===== src/rtl/sec_lock_pkg.sv =====
package sec_lock_pkg;
  localparam int BYTE_W = 8;

  typedef enum logic [1:0] {
    ST_IDLE = 2'd0,
    ST_WIPE = 2'd1,
    ST_SEED = 2'd2
  } erase_st_e;
endpackage


===== src/rtl/sec_sdi_filter.sv =====
module sec_sdi_filter #(
  parameter int REJECT_CYC = 4,
  parameter int ACCEPT_CYC = 16
) (
  input  logic clk_i,
  input  logic rst_ni,
  input  logic sdi_i,
  output logic trig_o
);
  localparam int CW = $clog2(ACCEPT_CYC + 1);

  logic          sync1_q, sync2_q;
  logic [CW-1:0] hi_cnt_q;

  always_ff @(posedge clk_i or negedge rst_ni) begin
    if (!rst_ni) begin
      sync1_q  <= 1'b0;
      sync2_q  <= 1'b0;
      hi_cnt_q <= '0;
    end else begin
      sync1_q <= sdi_i;
      sync2_q <= sync1_q;
      if (sync2_q) begin
        if (hi_cnt_q != CW'(ACCEPT_CYC)) hi_cnt_q <= hi_cnt_q + 1'b1;
      end else begin
        hi_cnt_q <= '0;
      end
    end
  end

  // fire once at the accept limit, or at the falling edge of a mid-length pulse
  always_comb begin
    trig_o = (sync2_q && hi_cnt_q == CW'(ACCEPT_CYC - 1)) ||
             (!sync2_q && hi_cnt_q >= CW'(REJECT_CYC) && hi_cnt_q < CW'(ACCEPT_CYC));
  end
endmodule


===== src/rtl/sec_wipe_seq.sv =====
module sec_wipe_seq
  import sec_lock_pkg::*;
#(
  parameter int SRAM_AW     = 17,
  parameter int ERASE_WORDS = 32768,
  parameter int KILL_CYC    = 64
) (
  input  logic               clk_i,
  input  logic               rst_ni,
  input  logic               start_i,
  input  logic               kill_req_i,
  input  logic               pool_full_i,
  output logic               busy_o,
  output logic               wipe_we_o,
  output logic [SRAM_AW-1:0] wipe_addr_o,
  output logic               gather_start_o,
  output logic               key_load_o,
  output logic               kill_o
);
  localparam int                 KW   = $clog2(KILL_CYC + 1);
  localparam logic [SRAM_AW-1:0] LAST = SRAM_AW'(ERASE_WORDS - 1);

  erase_st_e          st_q;
  logic [SRAM_AW-1:0] addr_q;
  logic [KW-1:0]      kill_q;

  always_ff @(posedge clk_i or negedge rst_ni) begin
    if (!rst_ni) begin
      st_q   <= ST_IDLE;
      addr_q <= '0;
    end else begin
      unique case (st_q)
        ST_IDLE: if (start_i) begin
          st_q   <= ST_WIPE;
          addr_q <= '0;
        end
        ST_WIPE: begin
          if (addr_q == LAST) st_q <= ST_SEED;
          else                addr_q <= addr_q + 1'b1;
        end
        ST_SEED: if (pool_full_i) st_q <= ST_IDLE;
        default: st_q <= ST_IDLE;
      endcase
    end
  end

  always_ff @(posedge clk_i or negedge rst_ni) begin
    if (!rst_ni)                                   kill_q <= '0;
    else if (st_q == ST_IDLE && start_i && kill_req_i) kill_q <= KW'(KILL_CYC);
    else if (kill_q != '0)                         kill_q <= kill_q - 1'b1;
  end

  always_comb begin
    busy_o         = (st_q != ST_IDLE);
    wipe_we_o      = (st_q == ST_WIPE);
    wipe_addr_o    = addr_q;
    gather_start_o = (st_q == ST_WIPE) && (addr_q == LAST);
    key_load_o     = (st_q == ST_SEED) && pool_full_i;
    kill_o         = (kill_q != '0);
  end
endmodule


===== src/rtl/sec_key_vault.sv =====
module sec_key_vault
  import sec_lock_pkg::*;
#(
  parameter int KEY_BYTES = 8,
  parameter int VEC_BYTES = 48,
  localparam int KEY_W  = KEY_BYTES * BYTE_W,
  localparam int VEC_AW = $clog2(VEC_BYTES)
) (
  input  logic              clk_i,
  input  logic              rst_ni,
  input  logic              clear_i,
  input  logic              gather_start_i,
  input  logic              session_start_i,
  input  logic              rnd_valid_i,
  input  logic [BYTE_W-1:0] rnd_byte_i,
  input  logic              key_load_i,
  input  logic              rekey_i,
  input  logic              vec_we_i,
  input  logic [VEC_AW-1:0] vec_waddr_i,
  input  logic [BYTE_W-1:0] vec_wdata_i,
  input  logic [VEC_AW-1:0] vec_raddr_i,
  output logic [KEY_W-1:0]  key_o,
  output logic [BYTE_W-1:0] vec_rdata_o,
  output logic              pool_full_o
);
  localparam int CW = $clog2(KEY_BYTES + 1);

  logic [KEY_W-1:0]  key_q, pool_q;
  logic [CW-1:0]     pool_cnt_q;
  logic              keyed_q;
  logic [BYTE_W-1:0] vec_q [VEC_BYTES];
  logic              rekey_ok;

  assign pool_full_o = (pool_cnt_q == CW'(KEY_BYTES));
  assign rekey_ok    = rekey_i && pool_full_o && !keyed_q;

  always_ff @(posedge clk_i or negedge rst_ni) begin
    if (!rst_ni) begin
      pool_q     <= '0;
      pool_cnt_q <= '0;
    end else begin
      if (rnd_valid_i) pool_q <= {pool_q[KEY_W-BYTE_W-1:0], rnd_byte_i};
      if (gather_start_i || session_start_i)        pool_cnt_q <= '0;
      else if (rnd_valid_i && !pool_full_o)        pool_cnt_q <= pool_cnt_q + 1'b1;
    end
  end

  always_ff @(posedge clk_i or negedge rst_ni) begin
    if (!rst_ni) begin
      key_q   <= '0;
      keyed_q <= 1'b0;
    end else if (clear_i) begin
      key_q   <= '0;
    end else if (key_load_i || rekey_ok) begin
      key_q   <= pool_q;
      keyed_q <= 1'b1;
    end else if (session_start_i) begin
      keyed_q <= 1'b0;
    end
  end

  for (genvar g = 0; g < VEC_BYTES; g++) begin : g_vec
    always_ff @(posedge clk_i or negedge rst_ni) begin
      if (!rst_ni)                                       vec_q[g] <= '0;
      else if (clear_i)                                  vec_q[g] <= '0;
      else if (vec_we_i && vec_waddr_i == VEC_AW'(g))    vec_q[g] <= vec_wdata_i;
    end
  end

  always_comb begin
    vec_rdata_o = '0;
    if (int'(vec_raddr_i) < VEC_BYTES) vec_rdata_o = vec_q[vec_raddr_i];
  end

  assign key_o = key_q;
endmodule


===== src/rtl/sec_lock_ctrl.sv =====
module sec_lock_ctrl
  import sec_lock_pkg::*;
#(
  parameter int KEY_BYTES   = 8,
  parameter int VEC_BYTES   = 48,
  parameter int SRAM_AW     = 17,
  parameter int ERASE_WORDS = 32768,
  parameter int REJECT_CYC  = 4,
  parameter int ACCEPT_CYC  = 16,
  parameter int KILL_CYC    = 64,
  localparam int KEY_W  = KEY_BYTES * BYTE_W,
  localparam int VEC_AW = $clog2(VEC_BYTES)
) (
  input  logic               clk_i,
  input  logic               rst_ni,
  input  logic               lock_req_i,
  input  logic               unlock_req_i,
  input  logic               sdi_i,
  input  logic               session_start_i,
  input  logic               rekey_req_i,
  input  logic               rnd_valid_i,
  input  logic [BYTE_W-1:0]  rnd_byte_i,
  input  logic               vec_we_i,
  input  logic [VEC_AW-1:0]  vec_waddr_i,
  input  logic [BYTE_W-1:0]  vec_wdata_i,
  input  logic [VEC_AW-1:0]  vec_raddr_i,
  output logic [BYTE_W-1:0]  vec_rdata_o,
  input  logic               ld_req_i,
  input  logic               ld_we_i,
  input  logic [SRAM_AW-1:0] ld_addr_i,
  input  logic [BYTE_W-1:0]  ld_wdata_i,
  output logic [BYTE_W-1:0]  ld_rdata_o,
  output logic               sram_cs_o,
  output logic               sram_we_o,
  output logic [SRAM_AW-1:0] sram_addr_o,
  output logic [BYTE_W-1:0]  sram_wdata_o,
  input  logic [BYTE_W-1:0]  sram_rdata_i,
  output logic               supply_kill_o,
  output logic               lock_o,
  output logic               busy_o,
  output logic               access_o,
  output logic [KEY_W-1:0]   key_o
);
  logic               sdi_trig, trigger, lock_q;
  logic               busy, wipe_we, gather_start, key_load, pool_full;
  logic [SRAM_AW-1:0] wipe_addr;
  logic               idle_open;

  sec_sdi_filter #(
    .REJECT_CYC(REJECT_CYC),
    .ACCEPT_CYC(ACCEPT_CYC)
  ) u_sdi (
    .clk_i (clk_i),
    .rst_ni(rst_ni),
    .sdi_i (sdi_i),
    .trig_o(sdi_trig)
  );

  assign trigger   = !busy && (unlock_req_i || sdi_trig);
  assign idle_open = !busy && !lock_q;

  always_ff @(posedge clk_i or negedge rst_ni) begin
    if (!rst_ni)                  lock_q <= 1'b0;
    else if (trigger)             lock_q <= 1'b0;
    else if (lock_req_i && !busy) lock_q <= 1'b1;
  end

  sec_wipe_seq #(
    .SRAM_AW    (SRAM_AW),
    .ERASE_WORDS(ERASE_WORDS),
    .KILL_CYC   (KILL_CYC)
  ) u_seq (
    .clk_i         (clk_i),
    .rst_ni        (rst_ni),
    .start_i       (trigger),
    .kill_req_i    (sdi_trig),
    .pool_full_i   (pool_full),
    .busy_o        (busy),
    .wipe_we_o     (wipe_we),
    .wipe_addr_o   (wipe_addr),
    .gather_start_o(gather_start),
    .key_load_o    (key_load),
    .kill_o        (supply_kill_o)
  );

  sec_key_vault #(
    .KEY_BYTES(KEY_BYTES),
    .VEC_BYTES(VEC_BYTES)
  ) u_vault (
    .clk_i          (clk_i),
    .rst_ni         (rst_ni),
    .clear_i        (trigger),
    .gather_start_i (gather_start),
    .session_start_i(session_start_i && !busy),
    .rnd_valid_i    (rnd_valid_i),
    .rnd_byte_i     (rnd_byte_i),
    .key_load_i     (key_load),
    .rekey_i        (rekey_req_i && idle_open),
    .vec_we_i       (vec_we_i && idle_open),
    .vec_waddr_i    (vec_waddr_i),
    .vec_wdata_i    (vec_wdata_i),
    .vec_raddr_i    (vec_raddr_i),
    .key_o          (key_o),
    .vec_rdata_o    (vec_rdata_o),
    .pool_full_o    (pool_full)
  );

  // erase engine owns the SRAM port while busy; loader only when open
  always_comb begin
    sram_cs_o    = 1'b0;
    sram_we_o    = 1'b0;
    sram_addr_o  = '0;
    sram_wdata_o = '0;
    ld_rdata_o   = '0;
    if (busy) begin
      sram_cs_o   = wipe_we;
      sram_we_o   = wipe_we;
      sram_addr_o = wipe_addr;
    end else if (!lock_q) begin
      sram_cs_o    = ld_req_i;
      sram_we_o    = ld_req_i && ld_we_i;
      sram_addr_o  = ld_addr_i;
      sram_wdata_o = ld_wdata_i;
      ld_rdata_o   = sram_rdata_i;
    end
  end

  assign lock_o   = lock_q;
  assign busy_o   = busy;
  assign access_o = idle_open;
endmodule


===== config.mk =====
export PLATFORM = sky130hd
export DESIGN_NAME = sec_lock_ctrl
export DESIGN_NICKNAME = d
export VERILOG_FILES = /design/src/rtl/sec_lock_pkg.sv /design/src/rtl/sec_sdi_filter.sv /design/src/rtl/sec_wipe_seq.sv /design/src/rtl/sec_key_vault.sv /design/src/rtl/sec_lock_ctrl.sv
export SDC_FILE = /design/constraint.sdc
export NUM_CORES = 1
export LEC_CHECK = 0
export BUFFER_PORTS_ARGS = -buffer_cell sky130_fd_sc_hd__buf_4
export CAP_MARGIN = 20
export CORE_AREA = 2 2 212 214
export CTS_CLUSTER_SIZE = 10
export DETAILED_ROUTE_END_ITERATION = 8
export DIE_AREA = 0 0 214 216
export HOLD_SLACK_MARGIN = 0.1
export PLACE_DENSITY = 0.8
export SYNTH_ARGS = -nofsm -noshare
export SYNTH_HDL_FRONTEND = slang
export SYNTH_SLANG_ARGS = --single-unit

===== constraint.sdc =====
create_clock -name clk_i -period 5.6 [get_ports clk_i]
set_input_delay 1.68 -clock clk_i [delete_from_list [all_inputs] [get_ports clk_i]]
set_output_delay 1.68 -clock clk_i [all_outputs]
set_load 0.02 [all_outputs]

### After elaboration in Yosys (flattened, before gate mapping)

Cells that the tools add are included.

| word-level totals | value |
|---|---|
| logic and storage cells | 391 |
| bits of input ports | 72 |
| register bits after elaboration | 551 |
| output and inout port bits | 111 |

| operators by class | value |
|---|---|
| equal/unequal tests | 58 |
| reduce and logical (&&, ||, !) cells | 135 |
| magnitude comparators | 4 |
| mux-type cells | 129 |
| add/subtract/negate cells | 4 |
| bitwise operators | 2 |

Operators with widths:

| cell | count |
|---|---|
| 2-to-1 mux 8 bit | 103 |
| 2-to-1 mux 64 bit | 2 |
| nonzero test 2 bit | 55 |
| == test 6 x 5 -> 1 bit (second input constant) | 16 |
| == test 6 bit (second input constant) | 16 |
| 2-to-1 mux 17 bit | 4 |
| logical AND 1 bit | 65 |
| binary-select mux 8 bit (select 6 bit) | 1 |
| == test 6 x 4 -> 1 bit (second input constant) | 8 |
| one-hot mux 17 bit (2 select lines) | 1 |
| == test 6 x 3 -> 1 bit (second input constant) | 4 |
| adder 17 x 1 -> 17 bit (second input constant) | 1 |
| == test 17 x 15 -> 1 bit (second input constant) | 1 |
| 2-to-1 mux 7 bit | 2 |
| == test 6 x 2 -> 1 bit (second input constant) | 2 |
| 2-to-1 mux 5 bit | 2 |
| 2-to-1 mux 1 bit | 8 |
| 2-to-1 mux 4 bit | 2 |
| greater-or-equal comparator 7 bit (second input constant) | 1 |
| NOT 6 -> 7 bit | 1 |
| nonzero test 7 bit | 1 |
| subtractor 7 x 1 -> 7 bit (second input constant) | 1 |
| == test 6 x 1 -> 1 bit (second input constant) | 1 |
| zero test 6 bit | 1 |
| 20 further kinds | 33 |

### Logic depth before layout (Yosys ltp)

Gate-level depths: netlist of run 1.

| logic depth | value |
|---|---|
| word-level depth | 9 |
| gate-level depth with buffers | 10 |
| mapped depth without buffers | 8 |

### Hierarchy

A second synthesis of run 1 with hierarchy kept.

| second synthesis, totals | value |
|---|---|
| cells, all modules | 2,601 |
| area, all modules | 26,527.9 um^2 |

Modules (own cells, without submodules):

| module | seq. area each (um^2) | area an instance (um^2) | cells each | instances |
|---|---|---|---|---|
| sec_key_vault | 12,937.4 | 24,292.0 | 2,357 | 1 |
| sec_wipe_seq | 650.6 | 1,487.7 | 162 | 1 |
| sec_lock_ctrl | 25.0 | 391.6 | 50 | 1 |
| sec_sdi_filter | 175.2 | 356.6 | 32 | 1 |

### Least setup slack after synthesis of run 1

No wires, ideal clock.

| timing path | value |
|---|---|
| kind | input-to-output |
| from | input vec_raddr_i[0] |
| to | output vec_rdata_o[6] |
| stages | 8 |
| data required time | 3.920 ns |
| arrival | 3.433 ns |
| path buffers | 4 |
| path slack | 0.487 ns |
| cells stage by stage | buf_2 > buf_2 > buf_4 > buf_2 > mux2i_1 > a21oi_1 > a221oi_1 > o22ai_1 |

| on the way | value |
|---|---|
| longest elaborated chain between the ends | 5 |
| elaborated cells between the ends (all ways) | 6 |
| classes of those cells | 1 x order compare; 4 x mux; 1 x bitwise |

RTL lines:

| what | line | RTL |
|---|---|---|
| start: declaration | sec_lock_ctrl.sv:26 | `input logic [VEC_AW-1:0] vec_raddr_i,` |
| NOT 6 -> 7 bit (not written as such) | sec_key_vault.sv:72 | `if (int'(vec_raddr_i) < VEC_BYTES) vec_rdata_o = vec_q[vec_raddr_i];` |
| binary-select mux 8 bit (select 6 bit) | sec_key_vault.sv:72 |  |
| 2-to-1 mux 8 bit (not written as such) (2 in a row) | sec_key_vault.sv:72 |  |
| 2-to-1 mux 8 bit (*) | sec_key_vault.sv:72 |  |
| end: declaration | sec_lock_ctrl.sv:27 | `output logic [BYTE_W-1:0] vec_rdata_o,` |

Every way passes the cells marked *; elsewhere a longest branch is shown, timed or not. The select of a mux whose other input is x is not followed.

### Worst setup path in the final report of run 1

| timing path | value |
|---|---|
| from | input vec_raddr_i[0] |
| to | output vec_rdata_o[2] |

Same word-level chain as after synthesis.

==> flow_metrics.py, run 1 <==
metrics = {
    "timing": {
        "finalSetupViolCount": 0,
        "whs_ns": 0.3554,
        "rsz0062_at_grt": "false",
        "final.setup.tns_ns": 0,
        "max_slew.worst_pin.slew_ns": 1.086,
        "period_needed_ns": 5.476,
        "period_share": 0.9779,
        "finalHoldViolCount": 0,
        "finalMaxSlewViolations": 0,
        "finClkSkew_ns": 0.03036,
        "slew_headroom": 0.2760,
        "fmax_mhz": 182.6,
    },
    "clock_tree": {
        "postCtsSetupRepairBufs": 0,
        "cts_tree": "done",
        "clk_root_buffer_cell": "clkbuf_16",
        "cts.sinks": 551,
        "cts-buffers-inserted": 66,
        "clk_latency_ns": 0.63,
        "cts_hold_buf": 0,
        "clockBufferDepth": 3,
        "clk_pin_slew_worst_paths_ns": 0.06,
        "cts_max_level": 3,
        "cts_resized": 0,
    },
    "logic_synthesis": {
        "yosys_warnings": 0,
        "ys_seq_area_frac": 0.5211,
        "synth_area_leaders": "dfrtp_1 (52%), mux2i_1 (7.3%), mux4_2 (6.8%)",
        "synth_top_cell_area_share": 0.5211,
        "synth-seq-cells": 551,
        "syn_area_per_cell_um2": 10.21,
        "ys_types": 55,
        "syn_inst": 2591,
        "netlist_area_mm2": 0.02646,
        "synth_edf_count": 0,
        "synth-main-ff-cell": "dfrtp_1",
        "synth_top_area_cell": "dfrtp_1",
        "synth_nets": 2670,
        "synthArstFlopShare": 1.000,
    },
    "status": {
        "status": "finished clean",
    },
    "final_layout": {
        "final_common_cell": "dfrtp_1",
        "finalInstanceArea_mm2": 0.03013,
        "final_cell_mix": "dfrtp_1 (551), nand2_1 (465), a21oi_1 (340)",
        "syn2layout_area_growth_pct": 13.87,
        "num_antenna_cells": 0,
        "finalNetCount": 2750,
        "drive_above_1_share": 0.1982,
    },
    "detailed_routing": {
        "drc": 0,
        "drtPass1Iterations": 7,
        "wl_per_cell_um": 22.48,
        "drt_iter0_markers": 2639,
        "via_per_inst": 6.407,
        "antenna_left": 0,
        "drt-total-wl_mm": 73.63,
        "vias": 20989,
    },
    "global_routing": {
        "grt_max_degree": 195,
        "grt.overflow.total": 0,
        "grt_pass1_wl_mm": 117.2,
        "grt_usage": 0.3224,
        "first_global_vias": 20881,
        "antenna_found_initial": 0,
    },
    "worst_hold_path": {
        "hp-class": "reg -> reg",
    },
    "placed_design": {
        "dp_hpwl_mm": 46.75,
        "portBuffers": 182,
        "dpl_cell_area_mm2": 0.02828,
        "place_congestion": 0.9712,
    },
    "worst_setup_path": {
        "cp-end-kind": "output pin",
        "critPathKind": "in -> out",
        "crit_fanout": 18,
        "cp-start-kind": "input port",
        "critical_path_required_ns": 3.92,
        "cp.arrival_ns": 3.80,
    },
    "flow_run": {
        "cap_violations": 0,
    },
    "floorplanning": {
        "io_pins": 183,
        "die_y_um": 216,
        "core_mm2": 0.04384,
        "num_rows": 77,
        "start_util": 0.6037,
        "die_w_um": 214,
        "die_area_mm2": 0.04622,
    },
    "power": {
        "power_leakage_nw": 13.25,
        "irDropWorstVdd_v": 0.0003518,
        "power.density_mw_per_mm2": 302.6,
    },
}
[path summary, 6_finish.rpt]
kind                                       to  slack [ns]           start  cells past startpoint
max                            vec_rdata_o[2]        0.12  vec_raddr_i[0]                      8
min                             u_sdi.sync2_q        0.36   u_sdi.sync1_q                      0
max reg2reg                u_vault.vec_q[279]        2.42   u_seq.st_q[0]                      6
min reg2reg                     u_sdi.sync2_q        0.36   u_sdi.sync1_q                      0
max in group asynchronous  u_vault.vec_q[189]        3.39          rst_ni                      2
min in group asynchronous  u_vault.vec_q[272]        1.04          rst_ni                      1
[synthesized netlist by cell type (17+ instances only)]
master    count
buf_1        21
buf_2        26
dfrtp_1     551
and2_1       23
nand3b_1     19
mux4_2       80
nor2_1      147
o21ai_0      17
nand3_1     251
inv_1        19
mux2i_1     192
clkbuf_1    171
nand2_1     465
a21oi_1     340
mux2_2       72
nor2_2       40
[kinds of logic (layout without fill, tap and decap cells)]
| kind of cell | after synthesis | count (layout) | synth area share |
|---|---|---|---|
| DFF | 551 | 551 | 0.5211 |
| and+or+nand+nor | 1019 | 1019 | 0.1778 |
| buffers and inverters | 245 | 338 | 0.03787 |
| adders and majority gates | 7 | 7 | 0.003310 |
| xor gates and xnor gates | 17 | 17 | 0.005627 |
| AOI/OAI and AO/OA | 408 | 408 | 0.08294 |
| muxes | 344 | 344 | 0.1714 |
[per-stage QoR]
stage	power, W	cells	utilization	setup slack (ns)
after floorplan	0.004944	2591	-	0.4872
after global placement	0.005297	3194	0.6449	0.1939
after detailed placement	0.005345	3195	0.6450	0.1682
after CTS	0.009151	3276	0.6874	0.1488
after global routing	0.009429	3276	0.6874	0.07885
final	0.009119	3276	0.6874	0.1240
[layer usage]
metal,wire [µm],up-vias,GRT usage
met1,28440,10428,0.4300
met2,34910,1185,0.5063
met5,0,-,0
met4,3485,0,0.1548
li1,-,9130,-
met3,6805,246,0.07146
[worst max-delay path, stage by stage]
cell and delay (ns):
buf_6 0.21, buf_12 0.23, buf_12 0.18, mux4_2 0.52, mux4_2 0.49, inv_1 0.14
o22ai_1 0.14, buf_4 0.19
[where the power goes]
part / total [W] / leakage (nW) / internal (W) / switching [W]
sequential: 0.00439 / 7.49 / 0.00420 / 0.000192
combinational: 0.000898 / 4.85 / 0.000377 / 0.000522
clock: 0.00383 / 0.904 / 0.00215 / 0.00168
total: 0.00912 / 13.2 / 0.00672 / 0.00240
[sequential cells by signal (all words and copies together) (netlist names)]
signal	flops
u_vault.pool_cnt_q	4
u_vault.vec_q	384
u_sdi.sync1_q	1
u_vault.keyed_q	1
u_seq.kill_q	7
u_sdi.sync2_q	1
u_seq.wipe_addr_o	17
u_vault.pool_q	64
u_sdi.hi_cnt_q	5
u_seq.st_q	2
lock_o	1
u_vault.key_o	64
[cell type report]
class | instances | area (µm²)
repair buffers | 237 | 1966
multi-input cells | 1795 | 11710
inverters | 20 | 75.07
flip-flops and latches | 551 | 13790
clock inverters | 11 | 190.2
fillers | 3184 | 13700
clock buffers | 70 | 1667
well taps | 592 | 740.7
No activity file was read; power rests on OpenSTA's default activity.
==> inputs of run 2 (changes only) <==
--- a/config.mk
+++ b/config.mk
@@ -7,10 +7,10 @@
 export LEC_CHECK = 0
 export BUFFER_PORTS_ARGS = -buffer_cell sky130_fd_sc_hd__buf_4
 export CAP_MARGIN = 20
-export CORE_AREA = 2 2 212 214
+export CORE_AREA = 2 2 244 186
 export CTS_CLUSTER_SIZE = 10
 export DETAILED_ROUTE_END_ITERATION = 8
-export DIE_AREA = 0 0 214 216
+export DIE_AREA = 0 0 246 188
 export HOLD_SLACK_MARGIN = 0.1
 export PLACE_DENSITY = 0.8
 export SYNTH_ARGS = -nofsm -noshare
==> run 2 against run 1 <==
Effect of this change: die area about the same; sequential power about the same; clock skew increased by 0.026 ns.
==> flow_metrics.py, run 2 (synthesized netlist as in run 1, its figures left out) <==
metrics = {
    "worst_setup_path": {
        "cp-start-kind": "input port",
        "cp_cell_sequence": "buf_4 -> nor2b_1 -> buf_4 -> nand2_1 -> nand4_1 -> o311a_1 -> o22ai_1 -> buf_4",
        "crit_fanout": 37,
        "slowest_stage": "buf_4",
        "critPathTopFamily": "buffers and inverters",
        "cp-end-kind": "output pin",
        "cp_common_cell": "buf_4",
        "critPathKind": "in -> out",
        "critical_path_required_ns": 3.92,
        "cp.arrival_ns": 3.71,
        "slowest_delay_ns": 0.45,
        "path_buf_inv": 3,
    },
    "power": {
        "internal-power_w": 0.006564,
        "p_sw_w": 0.002275,
        "power_leakage_nw": 13.19,
        "irDropWorstVdd_v": 0.0002719,
        "p_seq_frac": 0.497,
        "pwr-share-clk": 0.401,
        "comb_power_share": 0.102,
        "sw_frac_of_total": 0.2574,
        "power.density_mw_per_mm2": 294.4,
    },
    "timing": {
        "period_needed_ns": 5.388,
        "final.setup.tns_ns": 0,
        "finalSetupViolCount": 0,
        "finClkSkew_ns": 0.05661,
        "whs_ns": 0.3904,
        "finalHoldViolCount": 0,
        "rsz0062_at_grt": "false",
        "finalMaxSlewViolations": 0,
        "fmax_mhz": 185.6,
        "slew_headroom": 0.3119,
        "max_slew.worst_pin.slew_ns": 1.032,
        "period_share": 0.9622,
    },
    "final_layout": {
        "regMostFlops": "u_vault.vec_q",
        "syn2layout_area_growth_pct": 13.47,
        "finalNetCount": 2750,
        "drive_above_1_share": 0.1969,
        "largest_reg_flops": 384,
        "instances_no_fill": 3265,
        "final_cell_mix": "dfrtp_1 (551), nand2_1 (465), a21oi_1 (340)",
        "final_common_cell": "dfrtp_1",
    },
    "global_routing": {
        "grt_max_degree": 125,
        "grt.overflow.total": 0,
        "grt_usage": 0.3432,
        "antenna_found_initial": 2,
        "grt_pass1_wl_mm": 122.1,
        "first_global_vias": 20499,
    },
    "detailed_routing": {
        "drt_iter0_markers": 2521,
        "drtPass1Iterations": 7,
        "vias": 21348,
        "drt-total-wl_mm": 78.81,
        "via_per_inst": 6.538,
        "wl_per_cell_um": 24.14,
        "drc": 0,
        "antenna_left": 0,
    },
    "floorplanning": {
        "io_pins": 183,
        "core_mm2": 0.04401,
        "die_w_um": 246,
        "die_area_mm2": 0.04625,
        "num_rows": 67,
        "start_util": 0.6013,
        "die_y_um": 188,
    },
    "clock_tree": {
        "postCtsSetupRepairBufs": 0,
        "cts_hold_buf": 0,
        "clk_latency_ns": 0.63,
        "cts_max_level": 2,
        "cts.sinks": 551,
        "cts_tree": "done",
        "clk_pin_slew_worst_paths_ns": 0.05,
        "cts-buffers-inserted": 61,
        "cts_resized": 0,
        "clk_root_buffer_cell": "clkbuf_16",
        "clockBufferDepth": 3,
    },
    "placed_design": {
        "portBuffers": 182,
        "dp.cells": 3192,
        "place_congestion": 1.017,
        "dp_hpwl_mm": 52.25,
    },
    "flow_run": {
        "cap_violations": 0,
    },
    "worst_hold_path": {
        "hp-class": "reg -> reg",
    },
    "status": {
        "status": "finished clean",
    },
}
run 2: layout make-up:
type                       count  area [µm²]
fill                        3216       13990
sequential                   551       13790
multi-input combinational   1795       11710
timing repair buffer         242        2051
clock buffer                  64        1558
tap                          586       733.2
clock inverter                 4       106.4
inverter                      20       75.07
antenna                        3       7.507
run 2: worst register-to-register path: stages, from the launching register on:
cell and delay (ns):
dfrtp_1 0.62, nor4b_4 0.51, or3b_1 0.61, buf_4 0.33
and2b_1 0.65, mux2i_1 0.29, nor2_1 0.07
run 2: worst paths after layout:
path / startpoint / to / slack [ns] / cells after the start
max in group asynchronous: rst_ni / u_vault.vec_q[84] / 3.29 / 2
hold reg to reg: u_sdi.sync1_q / u_sdi.sync2_q / 0.39 / 0
setup reg to reg: lock_o / u_vault.vec_q[282] / 2.44 / 6
min in group asynchronous: rst_ni / u_seq.kill_q[5] / 1.15 / 1
setup / recovery: vec_raddr_i[2] / vec_rdata_o[4] / 0.21 / 8
hold / removal: u_sdi.sync1_q / u_sdi.sync2_q / 0.39 / 0
run 2: power by group through the flow:
stage | clock network [W] | registers [W] | logic, W
after global routing | 0.00374 | 0.00442 | 0.000981
after detailed placement | 0 | 0.00445 | 0.000897
final | 0.00354 | 0.00440 | 0.000900
after floorplan | 0 | 0.00439 | 0.000556
after global placement | 0 | 0.00444 | 0.000864
after CTS | 0.00358 | 0.00439 | 0.000902
run 2: layer usage:
layer  global-route usage  wire length [µm]  vias to the layer above
met5             0.004202                25                        -
met4              0.09091              2084                        4
met3               0.1244             11130                      165
met2               0.4681             33350                     1295
met1               0.5180             32210                    10753
li1                     -                 -                     9131
run 2: metrics by stage:
step / util / setup slack (ns) / cell area, µm² / total power, W
global route: 0.6820 / 0.1540 / 30020 / 0.009140
floorplan: - / 0.4872 / 26460 / 0.004944
CTS: 0.6815 / 0.2534 / 29990 / 0.008871
finish: 0.6822 / 0.2118 / 30030 / 0.008840
detailed placement: 0.6437 / 0.2694 / 28330 / 0.005352
global placement: 0.6437 / 0.3106 / 28330 / 0.005306
